[src/rtl/itt_pkg.sv]
package itt_pkg;
  // Strobes from the control FSM to the counting datapath.
  typedef struct packed {
    logic cntAdv;  // advance the counter on this edge
    logic cntClr;  // force the counter to zero on this edge
  } ittStrobe_t;
endpackage

[src/rtl/itt_ctrl.sv]
module itt_ctrl #(
  parameter int NUM_Q = 2
) (
  input  logic                 clk,
  input  logic                 rstN,
  input  logic                 tick,
  input  logic [NUM_Q-1:0]     qEnable,
  input  logic [NUM_Q-1:0]     qActive,
  input  logic [NUM_Q-1:0]     qEoq,
  output itt_pkg::ittStrobe_t  strobe
);
  logic             running;
  logic [NUM_Q-1:0] prevEn;
  logic [NUM_Q-1:0] stillUsing;
  logic             enRise;
  logic             startEv;
  logic             stopEv;

  // A queue still holds the timer if it is active and not ending on this edge.
  for (genvar q = 0; q < NUM_Q; q++) begin : g_use
    assign stillUsing[q] = qActive[q] & ~qEoq[q];
  end

  assign enRise  = |(qEnable & ~prevEn);
  assign startEv = enRise && !running;
  assign stopEv  = running && (|qEoq) && (stillUsing == '0);

  always_ff @(posedge clk or negedge rstN) begin
    if (!rstN) begin
      running <= 1'b0;
      prevEn  <= '0;
    end else begin
      prevEn <= qEnable;
      if (startEv)     running <= 1'b1;
      else if (stopEv) running <= 1'b0;
    end
  end

  always_comb begin
    strobe        = '0;
    strobe.cntClr = startEv || stopEv;
    strobe.cntAdv = running && tick && !stopEv;
  end
endmodule

[src/rtl/itt_datapath.sv]
module itt_datapath #(
  parameter int SEL_W   = 4,
  parameter int MIN_EXP = 7,
  parameter int MAX_EXP = 17
) (
  input  logic                clk,
  input  logic                rstN,
  input  itt_pkg::ittStrobe_t strobe,
  input  logic [SEL_W-1:0]    periodSel,
  input  logic                qBusy,
  output logic                trigger,
  output logic                overrun
);
  localparam int CNT_W = MAX_EXP;
  localparam int MAX_CODE = MAX_EXP - MIN_EXP;
  localparam logic [SEL_W-1:0] MAX_CODE_S = SEL_W'(MAX_CODE);
  localparam logic [CNT_W-1:0] ALL_ONES = {CNT_W{1'b1}};

  logic [CNT_W-1:0] count;
  logic [CNT_W-1:0] lastVal;
  logic [SEL_W-1:0] codeClamped;
  logic             atLast;
  logic             fire;

  always_comb begin
    codeClamped = (periodSel > MAX_CODE_S) ? MAX_CODE_S : periodSel;
    lastVal     = ALL_ONES >> (MAX_CODE - int'(codeClamped));
  end

  // >= keeps a shortened interval from running past its terminal value.
  assign atLast = (count >= lastVal);
  assign fire   = strobe.cntAdv && atLast;

  always_ff @(posedge clk or negedge rstN) begin
    if (!rstN) begin
      count   <= '0;
      trigger <= 1'b0;
      overrun <= 1'b0;
    end else begin
      if (strobe.cntClr)      count <= '0;
      else if (fire)          count <= '0;
      else if (strobe.cntAdv) count <= count + 1'b1;
      trigger <= fire;
      overrun <= fire && qBusy;
    end
  end
endmodule

[src/rtl/interval_trigger_timer.sv]
module interval_trigger_timer #(
  parameter int NUM_Q   = 2,
  parameter int SEL_W   = 4,
  parameter int MIN_EXP = 7,
  parameter int MAX_EXP = 17
) (
  input  logic             clk,
  input  logic             rstN,
  input  logic             tick,
  input  logic [SEL_W-1:0] periodSel,
  input  logic [NUM_Q-1:0] qEnable,
  input  logic [NUM_Q-1:0] qActive,
  input  logic [NUM_Q-1:0] qEoq,
  input  logic             qBusy,
  output logic             trigger,
  output logic             overrun
);
  itt_pkg::ittStrobe_t strobe;

  itt_ctrl #(.NUM_Q(NUM_Q)) u_ctrl (
    .clk(clk), .rstN(rstN), .tick(tick),
    .qEnable(qEnable), .qActive(qActive), .qEoq(qEoq),
    .strobe(strobe)
  );

  itt_datapath #(.SEL_W(SEL_W), .MIN_EXP(MIN_EXP), .MAX_EXP(MAX_EXP)) u_dp (
    .clk(clk), .rstN(rstN), .strobe(strobe),
    .periodSel(periodSel), .qBusy(qBusy),
    .trigger(trigger), .overrun(overrun)
  );
endmodule

[config.mk]
export PLATFORM = sky130hd
export DESIGN_NAME = interval_trigger_timer
export DESIGN_NICKNAME = d
export VERILOG_FILES = /design/src/rtl/itt_pkg.sv /design/src/rtl/itt_ctrl.sv /design/src/rtl/itt_datapath.sv /design/src/rtl/interval_trigger_timer.sv
export SDC_FILE = /design/constraint.sdc
export NUM_CORES = 1
export LEC_CHECK = 0
export ABC_AREA = 1
export BUFFER_PORTS_ARGS = -buffer_cell sky130_fd_sc_hd__buf_4
export CORE_AREA = 2 2 82 84
export CTS_BUF_LIST = sky130_fd_sc_hd__clkbuf_8
export DETAILED_ROUTE_END_ITERATION = 6
export DIE_AREA = 0 0 84 86
export PLACE_DENSITY = 0.57
export SLEW_MARGIN = 20
export SYNTH_ARGS = -nofsm -noshare
export SYNTH_HDL_FRONTEND = slang
export SYNTH_SLANG_ARGS = --single-unit
[constraint.sdc]
create_clock -name clk -period 5.28 [get_ports clk]
set_clock_uncertainty 0.15 [all_clocks]
set_input_delay 1.056 -clock clk [delete_from_list [all_inputs] [get_ports clk]]
set_output_delay 1.056 -clock clk [all_outputs]
set_load 0.1 [all_outputs]
-- Yosys cells after proc, flatten, opt, wreduce, memory -nomap -nowiden
Cells that the tools add are included.
- flip-flop bits (word level): 22
- input bits: 14
- logic and storage cells: 37
- add/subtract/negate cells: 2
- order comparisons: 2
- shift operators: 1
- multiplexer cells: 6
- bitwise gates (word level): 6
- reduce and logical (&&, ||, !) cells: 15
- operators with widths (cell ; count):
    $mux W17 ; 3
    $shr A17 B32 Y17 const A ; 1
    $add A17 B1 Y17 const B ; 1
    $ge A17 B17 Y1 ; 1
    $logic_and A1 B1 Y1 ; 7
    $sub A4 B4 Y5 const A ; 1
    $gt A4 B4 Y1 const B ; 1
    $mux W4 ; 1
    $reduce_or A2 Y1 ; 2
    $reduce_bool A3 Y1 ; 1
    $and A1 B1 Y1 ; 2
    $and A2 B2 Y2 ; 1
    $logic_not A1 Y1 ; 2
    $logic_not A2 Y1 ; 1
    $mux W1 ; 2
    $not A1 Y1 ; 2
    $not A2 Y2 ; 1
    $reduce_bool A2 Y1 ; 1
    $logic_or A1 B1 Y1 ; 1

-- Longest topological paths before layout
Gate-level depths: netlist of the first run.
- depth in word-level cells: 9
- mapped depth: 22

-- Cells and area by module
Synthesis of the first run repeated with hierarchy kept, for this count alone.
- cells, all modules: 303
- area total of the unflattened synthesis: 1978.1 um^2
- modules (own cells, without submodules) (module ; times used ; cells an instance ; area an instance (um^2) ; seq. area each (um^2)):
    itt_datapath ; 1 ; 282 ; 1828.0 ; 475.5
    itt_ctrl ; 1 ; 21 ; 150.1 ; 75.1

-- Least setup slack after synthesis of the first run
OpenSTA, ideal clock, no wires.
- path type: input to register
- start point: input port periodSel[0]
- end point: register u_dp.count[16]
- library setup time: 0.077 ns
- arrival: 3.238 ns
- data required time: 5.053 ns
- slack: 1.815 ns
- stages on the path: 19
- cell sequence: a21oi_2 > o21ai_1 > inv_1 > ha_1 > xor2_2 > inv_1 > nor2_1 > inv_2 > o21ai_1 > inv_1 > ha_1 > a21o_1 > nor2_1 > nand2_1 > nand2_1 > inv_1 > nor2_2 > nand2_1 > o21ai_1
- longest elaborated chain between the ends: 8
- ends and longest elaborated chain (item ; line ; source):
    start: declaration ; interval_trigger_timer.sv:10 ; input logic [SEL_W-1:0] periodSel,
    $gt A4 B4 Y1 ; itt_datapath.sv:26 ; codeClamped = (periodSel > MAX_CODE_S) ? MAX_CODE_S : periodSel;
    $mux W4 (*) ; itt_datapath.sv:26 ;
    $sub A4 B4 Y5 (*) ; itt_datapath.sv:27 ; lastVal = ALL_ONES >> (MAX_CODE - int'(codeClamped));
    $shr A17 B32 Y17 (*) ; itt_datapath.sv:27 ;
    $ge A17 B17 Y1 (*) ; itt_datapath.sv:31 ; assign atLast = (count >= lastVal);
    $logic_and A1 B1 Y1 (*) ; itt_datapath.sv:32 ; assign fire = strobe.cntAdv && atLast;
    $mux W17 ; itt_datapath.sv:41 ; else if (fire) count <= '0;
    $mux W17 ; itt_datapath.sv:40 ; if (strobe.cntClr) count <= '0;
    end signal: assignment ; itt_datapath.sv:42 ; else if (strobe.cntAdv) count <= count + 1'b1;
    end: declaration ; itt_datapath.sv:19 ; logic [CNT_W-1:0] count;
Mark *: on every way between the ends. The rest lies on a longest branch, timed or not.
A chain may end at the register's enable or synchronous reset.

-- Final worst setup path of the first run
Ends and elaborated chain as after synthesis.

==> run summary, run 1 <==
Number of diodes -> 0
Gpl congestion -> 0.810
Number of global-route vias before repair -> 1573
Post-synthesis share of cell area spent on xor and xnor gates -> 0.0604
Most utilized layer in the global route result -> met2
Relative contribution of the clock network to total power -> 0.317
HPWL after detailed placement -> 3210 um
Path category of the worst min-delay check -> flop to flop
Prevailing post-synth register cell -> sky130_fd_sc_hd__dfrtp_1
Flop-to-flop setup slack -> 3.31 ns
Setup Total Neg Slack -> 0 ns
Lkg Pwr -> 0.00114 uW
Number of antenna violations at the first check in global routing -> 0
Power density normalized to cell area -> 241 nW/um^2
Post-cts sizing count -> 0
Met2 track demand over resource -> 0.201
Number of pins with negative max-slew slack in the final report -> 0
First-iteration detailed-routing DRC count -> 50
Worst Tran Pin Value -> 0.306 ns
Overall Global Routing Usage -> 0.116
Layout fillers -> 692
Met3 Use GR -> 0.0135
Number of unique standard cell types used by synthesis -> 32
Leading cell types by total area after synthesis -> sky130_fd_sc_hd__dfrtp_1, sky130_fd_sc_hd__nand2_1, sky130_fd_sc_hd__ha_1
Fraction of power consumed by sequential logic -> 0.380
Post-layout instance count excluding filler cells -> 359
RSZ-0062 raised after global routing -> no
Via-per-instance ratio -> 4.50
Total iterations of the first detailed-routing run -> 4
Clock latency of the later-clocked register in the worst-skew pair -> 0.27 ns
Number of nets produced by synthesis -> 298
Clock tree from TritonCTS -> done
Buffers added on ports -> 15
Boundary Pins -> 16
Launch instance of the worst min-delay path -> u_dp.count[15]
Clock net sink count -> 22
DR WL/cell -> 10.9 um
Proportion of synthesized area in mux cells -> 0
Adder-cell share of the synthesized area -> 0.128
Most used standard cell by instance count after synthesis -> sky130_fd_sc_hd__nand2_1
# setup viols final -> 0
Final antenna-violating net count -> 0
Cell types with the highest counts after synthesis -> sky130_fd_sc_hd__nand2_1, sky130_fd_sc_hd__inv_1, sky130_fd_sc_hd__nor2_1, sky130_fd_sc_hd__dfrtp_1, sky130_fd_sc_hd__ha_1
Chip height -> 86 um
Share of the synthesized area in compound gates (AO/OA/AOI/OAI) -> 0.0872
Critical Path End Type -> flop
Number of placed cells counting well taps -> 355
Internal -> 331 uW
Maximum number of pins on one net before global-route repair -> 23
Number of maximum-capacitance violations -> 0
Die footprint -> 7220 um^2
Simple-gate portion of the synthesized area -> 0.341
Startpoint type of the worst setup path -> input pin
Power dissipated by switching net loads -> 183 uW
Area Overhead vs Synth -> 14.5%
Final critical-path share of the clock period -> 0.700
Wire length of the first global-routing pass -> 6840 um
Sequential area share after synthesis -> 0.295
Outcome -> completed
Core area -> 6280 um^2
Remaining max-slew budget at the tightest pin -> 0.794
Top cell type's share of synthesized area -> 0.295
EDFF count, synth -> 0
Number of CTS-inserted buffers -> 3
Pre-CTS worst setup slack -> 1.31 ns
WP data required -> 5.33 ns
Mapped Avg Cell Area -> 7.04 um^2
Gate count after technology mapping -> 265
Source of the worst register-to-register timing path -> u_dp.count[2]
Clock-pin slew on the worst setup and hold paths -> 0.09 ns
Cell at the root of the clock tree -> sky130_fd_sc_hd__clkbuf_8
Hold violation count in the final report -> 0
Proportion of synthesized flip-flops having asynchronous set or reset -> 1.00
Buffers inserted by post-CTS timing repair -> 0
CP Class -> input pin to flop
Horizontal extent of the die -> 84 um
Dominant combinational cell family by area after synthesis -> simple AND/OR/NAND/NOR gates
Logic pwr share -> 0.302
Launching instance or port of the critical path -> periodSel[0]
Post-synth design cell area -> 1860 um^2
Yosys warning total -> 0
Met1 capacity usage during global routing -> 0.151
Final setup slack of the worst path -> 1.59 ns
Quantity of hold-fixing buffers added after cts -> 0
Peak supply drop -> 129 uV
Critical path arrival -> 3.75 ns
Share of final-layout standard cells stronger than drive strength 1 -> 0.167
Achievable Freq -> 271 MHz
Synth Register Bits -> 22
Biggest area consumer among synthesized cells -> sky130_fd_sc_hd__dfrtp_1
# H-tree levels -> 1
Count of unresolved DRC violations after routing -> 0
Number of nets in the layout -> 316
Maximum number of buffers from clock root to sink -> 2
Vias -> 1616
Total congestion overflow after global routing -> 0
Largest fanout on the critical path -> 5
Number of rows created at floorplan -> 29
Switching share of total power -> 0.356
Post-layout min period -> 3.69 ns
Initial cell density of the core -> 0.297
Total wire length -> 3930 um
[routing by layer]
metal / part of all wire / wire [um]
met1: 0.50 / 1950
met5: 0 / 0
met2: 0.45 / 1780
met3: 0.037 / 147
met4: 0.013 / 53
[registers in the layout (all words and copies together) (netlist names)]
register	cells
u_dp.trigger	1
u_dp.overrun	1
u_ctrl.prevEn	2
u_dp.count	17
u_ctrl.running	1
[kinds of logic (layout without fill, tap and decap cells)]
group / after synthesis / count (layout)
simple gates: 141 / 141
buf+inv: 43 / 60
compound gates: 28 / 28
flops: 22 / 22
fa+ha+maj: 19 / 19
xor+xnor: 12 / 12
[power groups by stage]
| stage | Sequential (uW) | Combinational [uW] | Clock (uW) |
|---|---|---|---|
| global placement | 198 | 157 | 0 |
| CTS | 195 | 159 | 165 |
| finish | 195 | 155 | 163 |
| floorplan | 194 | 120 | 0 |
| global route | 197 | 180 | 174 |
| detailed placement | 198 | 158 | 0 |
[worst paths after layout]
check                                    to  cells after the start
setup / recovery             u_dp.count[16]                     20
hold / removal               u_dp.count[15]                      2
setup reg to reg             u_dp.count[16]                     12
hold reg to reg              u_dp.count[15]                      2
max in group asynchronous    u_dp.count[11]                      1
min in group asynchronous  u_ctrl.prevEn[0]                      1
[worst max-delay path: stages]
cell,delay (ns)
sky130_fd_sc_hd__buf_4,0.09
sky130_fd_sc_hd__a21oi_2,0.06
sky130_fd_sc_hd__o21ai_1,0.21
sky130_fd_sc_hd__inv_1,0.07
sky130_fd_sc_hd__ha_1,0.22
sky130_fd_sc_hd__xor2_2,0.28
sky130_fd_sc_hd__inv_1,0.09
sky130_fd_sc_hd__nor2_1,0.18
sky130_fd_sc_hd__inv_2,0.05
sky130_fd_sc_hd__o21ai_1,0.14
sky130_fd_sc_hd__inv_1,0.07
sky130_fd_sc_hd__ha_1,0.29
sky130_fd_sc_hd__a21o_1,0.16
sky130_fd_sc_hd__nor2_1,0.10
sky130_fd_sc_hd__nand2_1,0.06
sky130_fd_sc_hd__nand2_1,0.07
sky130_fd_sc_hd__inv_1,0.05
sky130_fd_sc_hd__nor2_2,0.17
sky130_fd_sc_hd__nand2_1,0.16
sky130_fd_sc_hd__o21ai_1,0.17
[layout by cell type (no fill, tap or decap), drive strengths merged]
cell type,instances
dfrtp,22
nand4,3
o21bai,1
nor3,4
nor2,38
clkbuf,3
inv,39
buf,15
nand3,11
a21o,2
xnor2,4
nand2,81
clkinv,2
and3,2
xor2,8
and2,1
ha,19
a21oi,7
nor3b,1
bufinv,1
o21ai,18
[through the flow]
| step | util | area, um^2 | hold slack, ns | power [uW] |
|---|---|---|---|---|
| 6_report | 0.340 | 2130 | 0.449 | 514 |
| 5_1_grt | 0.340 | 2130 | 0.496 | 552 |
| 4_1_cts | 0.340 | 2130 | 0.449 | 519 |
| 3_5_place_dp | 0.329 | 2060 | 0.427 | 356 |
| 3_3_place_gp | 0.329 | 2060 | 0.415 | 355 |
| 2_1_floorplan | - | 1860 | 0.357 | 314 |
[cell type report]
type / instances / area (um^2) / share of cell area
Inverter: 41 / 155 / 0.0727
Clock buffer: 3 / 41.3 / 0.0193
Tap cell: 77 / 96.3 / 0.0451
Sequential cell: 22 / 551 / 0.258
Multi-Input combinational cell: 200 / 1150 / 0.538
Timing Repair Buffer: 15 / 113 / 0.0528
Clock inverter: 1 / 30.0 / 0.0141
No activity file was read; power rests on OpenSTA's default activity.
==> run 2, diff against run 1 <==
--- a/config.mk
+++ b/config.mk
@@ -11,7 +11,7 @@
 export CTS_BUF_LIST = sky130_fd_sc_hd__clkbuf_8
 export DETAILED_ROUTE_END_ITERATION = 6
 export DIE_AREA = 0 0 84 86
-export PLACE_DENSITY = 0.57
+export PLACE_DENSITY = 0.59
 export SLEW_MARGIN = 20
 export SYNTH_ARGS = -nofsm -noshare
 export SYNTH_HDL_FRONTEND = slang
==> constraint.sdc (replaced) <==
create_clock -name clk -period 3.3 [get_ports clk]
set_clock_uncertainty 0.15 [all_clocks]
set_input_delay 0.66 -clock clk [delete_from_list [all_inputs] [get_ports clk]]
set_output_delay 0.66 -clock clk [all_outputs]
set_load 0.1 [all_outputs]
==> run 2 against run 1 <==
  * Combinational power grew 77%
  * Sequential power grew 60%
  * Global-route usage grew 0.62 points
  * Final area grew 4.8%
  * Setup slack lost 1.3 ns
  * Sequential share of layout area shrank 1.2 points
  * Non-clock buffer count grew 11
  * Sequential cell count is the same
  * Die area is the same
  * Core utilization grew 1.6 points
  * Wire length grew 2.6%
  * Critical endpoint is now u_dp.count[3]
==> run summary, run 2 (synthesis results as in run 1) <==
Critical path's largest stage delay -> 0.26 ns (was 0.29 ns)
Clock latency of the later-clocked register in the worst-skew pair -> 0.27 ns (about the same)
Buffering stage count on the worst path with inverters included -> 4 (was 6)
Area Overhead vs Synth -> 20.0% (was 14.5%)
Initial cell density of the core -> 0.297 (unchanged)
Count of unresolved DRC violations after routing -> 0 (unchanged)
Wire length of the first global-routing pass -> 7110 um (was 6840 um)
Layout fillers -> 679 (was 692)
Outcome -> completed (unchanged)
Most frequent standard cell in the layout excluding fill and tap cells -> sky130_fd_sc_hd__nand2_1 (unchanged)
Via-per-instance ratio -> 4.57 (was 4.50)
Cell with the biggest individual delay on the critical path -> sky130_fd_sc_hd__ha_1 (unchanged)
Max layer used -> met4 (unchanged)
Quantity of hold-fixing buffers added after cts -> 0 (unchanged)
Biggest registers after layout -> u_dp.count x17, u_ctrl.prevEn x2 (unchanged)
Core area -> 6280 um^2 (unchanged)
HPWL after detailed placement -> 3310 um (was 3210 um)
Critical Path End Type -> flop (unchanged)
Largest register FFs -> 17 (unchanged)
WP data required -> 3.35 ns (was 5.33 ns)
Flip-flop and latch area -> 551 um^2 (unchanged)
Cell at the root of the clock tree -> sky130_fd_sc_hd__clkbuf_8 (unchanged)
Largest fanout on the critical path -> 5 (unchanged)
Overall Global Routing Usage -> 0.123 (was 0.116)
Number of rows created at floorplan -> 29 (unchanged)
Met2 routed WL -> 1850 um (was 1780 um)
Clock-pin slew on the worst setup and hold paths -> 0.08 ns (was 0.09 ns)
Worst Tran Pin Value -> 0.265 ns (was 0.306 ns)
Peak supply drop -> 217 uV (was 129 uV)
Gpl congestion -> 0.806 (was 0.810)
Number of nets in the layout -> 327 (was 316)
Number of diodes -> 0 (unchanged)
RSZ-0062 raised after global routing -> yes (was no)
Power density normalized to cell area -> 375 nW/um^2 (was 241 nW/um^2)
# setup viols final -> 0 (unchanged)
Path category of the worst min-delay check -> input pin to asynchronous set/reset pin (was flop to flop)
Post-route met1 wirelength -> 1980 um (was 1950 um)
Maximum number of pins on one net before global-route repair -> 23 (unchanged)
Top reg by flops -> u_dp.count (unchanged)
Final critical-path share of the clock period -> 0.910
Critical path arrival -> 3.06 ns (was 3.75 ns)
Instance count on the critical path -> 21 (was 20)
CP Class -> input pin to flop (unchanged)
Most Frequent Cell on Critical Path -> sky130_fd_sc_hd__nand2_1 (was sky130_fd_sc_hd__inv_1)
Chip height -> 86 um (unchanged)
Lkg Pwr -> 0.00120 uW (was 0.00114 uW)
Startpoint type of the worst setup path -> input pin (unchanged)
Buffers added on ports -> 15 (unchanged)
Worst R2R Path Depth -> 10 (was 12)
Number of placed cells counting well taps -> 366 (was 355)
Cells traversed along the worst timing path -> buf_4, a21oi_2, o21bai_1, ha_1, xor2_2, buf_4, nor2_2, inv_2, nor3b_2, ha_1, nand2_1, nand2_1, nand2_1, nand2_1, nand2_1, nand2_1, nand2_1, inv_1, nor2_4, nand2_2, o21ai_1 (was buf_4, a21oi_2, o21ai_1, inv_1, ha_1, xor2_2, inv_1, nor2_1, inv_2, o21ai_1, inv_1, ha_1, a21o_1, nor2_1, nand2_1, nand2_1, inv_1, nor2_2, nand2_1, o21ai_1)
Total congestion overflow after global routing -> 0 (unchanged)
Total iterations of the first detailed-routing run -> 4 (unchanged)
Clock net sink count -> 22 (unchanged)
Hold violation count in the final report -> 0 (unchanged)
Number of global-route vias before repair -> 1615 (was 1573)
Number of pins with negative max-slew slack in the final report -> 0 (unchanged)
Share of final-layout standard cells stronger than drive strength 1 -> 0.208 (was 0.167)
Total wire length -> 4030 um (was 3930 um)
Final antenna-violating net count -> 0 (unchanged)
Remaining max-slew budget at the tightest pin -> 0.822 (was 0.794)
Setup Total Neg Slack -> 0 ns (unchanged)
Clock tree from TritonCTS -> done (unchanged)
Boundary Pins -> 16 (unchanged)
Achievable Freq -> 333 MHz
Vias -> 1692 (was 1616)
Number of maximum-capacitance violations -> 0 (unchanged)
Number of antenna violations at the first check in global routing -> 0 (unchanged)
DR WL/cell -> 10.9 um (about the same)
Die footprint -> 7220 um^2 (unchanged)
Horizontal extent of the die -> 84 um (unchanged)
Metal3 WL -> 111 um (was 147 um)
Number of CTS-inserted buffers -> 3 (unchanged)
Area taken by multi-input logic gates -> 1170 um^2 (was 1150 um^2)
Most frequent cells in the layout -> sky130_fd_sc_hd__nand2_1, sky130_fd_sc_hd__inv_1, sky130_fd_sc_hd__nor2_1 (unchanged)
Post-layout instance count excluding filler cells -> 370 (was 359)
Post-layout min period -> 3.00 ns
Largest delay share family, worst path -> simple AND/OR/NAND/NOR gates (was compound AO/OA/AOI/OAI gates)
Maximum number of buffers from clock root to sink -> 2 (unchanged)
First-iteration detailed-routing DRC count -> 100 (was 50)
# H-tree levels -> 1 (unchanged)
-- run 2: layout make-up --
type	count	share of cell area
timing repair buffer	26	0.0872
inverter	41	0.0694
clock buffer	3	0.0185
tap	77	0.0431
clock inverter	1	0.0134
multi-input combinational	200	0.522
sequential	22	0.246
-- run 2: metal layers --
layer / track usage / vias up
met3: 0.0144 / 7
met4: 0.0572 / 0
li1: - / 885
met2: 0.203 / 22
met1: 0.161 / 778
met5: 0 / -
-- run 2: path summary, 6_finish.rpt --
path,slack [ns],start,to
min,0.11,rstN,u_ctrl.prevEn[1]
max in group asynchronous,2.67,rstN,u_dp.count[9]
max reg2reg,1.44,u_dp.count[7],u_dp.count[14]
min in group clk,0.35,qEnable[0],u_ctrl.prevEn[0]
max,0.30,periodSel[0],u_dp.count[3]
min reg2reg,0.43,u_dp.count[16],u_dp.count[16]
-- run 2: per-stage QoR --
stage / hold WS [ns] / worst slack (ns) / total power (uW) / util / area (um^2)
floorplan: 0.214 / 0.231 / 502 / - / 1860
global placement: 0.412 / -0.161 / 580 / 0.342 / 2150
detailed placement: 0.412 / -0.203 / 588 / 0.342 / 2150
CTS: 0.119 / 0.0722 / 841 / 0.353 / 2220
global route: 0.130 / -0.0316 / 897 / 0.356 / 2240
finish: 0.106 / 0.296 / 839 / 0.356 / 2240
-- run 2: worst register-to-register path, delay by kind of cell (launching register included) --
kind / cells / cell delay (ns)
AOI/OAI and AO/OA: 1 / 0.08
buffers and inverters: 1 / 0.05
adders and majority gates: 1 / 0.31
and+or+nand+nor: 7 / 0.70
DFF: 1 / 0.47
-- run 2: report_power, final --
| group | internal, uW | switching [uW] | total (uW) | leakage [uW] |
|---|---|---|---|---|
| Combinational | 92.3 | 182 | 274 | 0.000862 |
| Clock | 162 | 90.8 | 253 | 0.0000357 |
| Sequential | 290 | 21.4 | 312 | 0.000299 |
| Total | 545 | 294 | 839 | 0.00120 |
-- run 2: timing repair --
action	in CTS	in global routing
endpoints found under the hold margin	0	0
gates resized for setup	0	5
buffers inserted	0	0
endpoints found under the setup margin	0	18
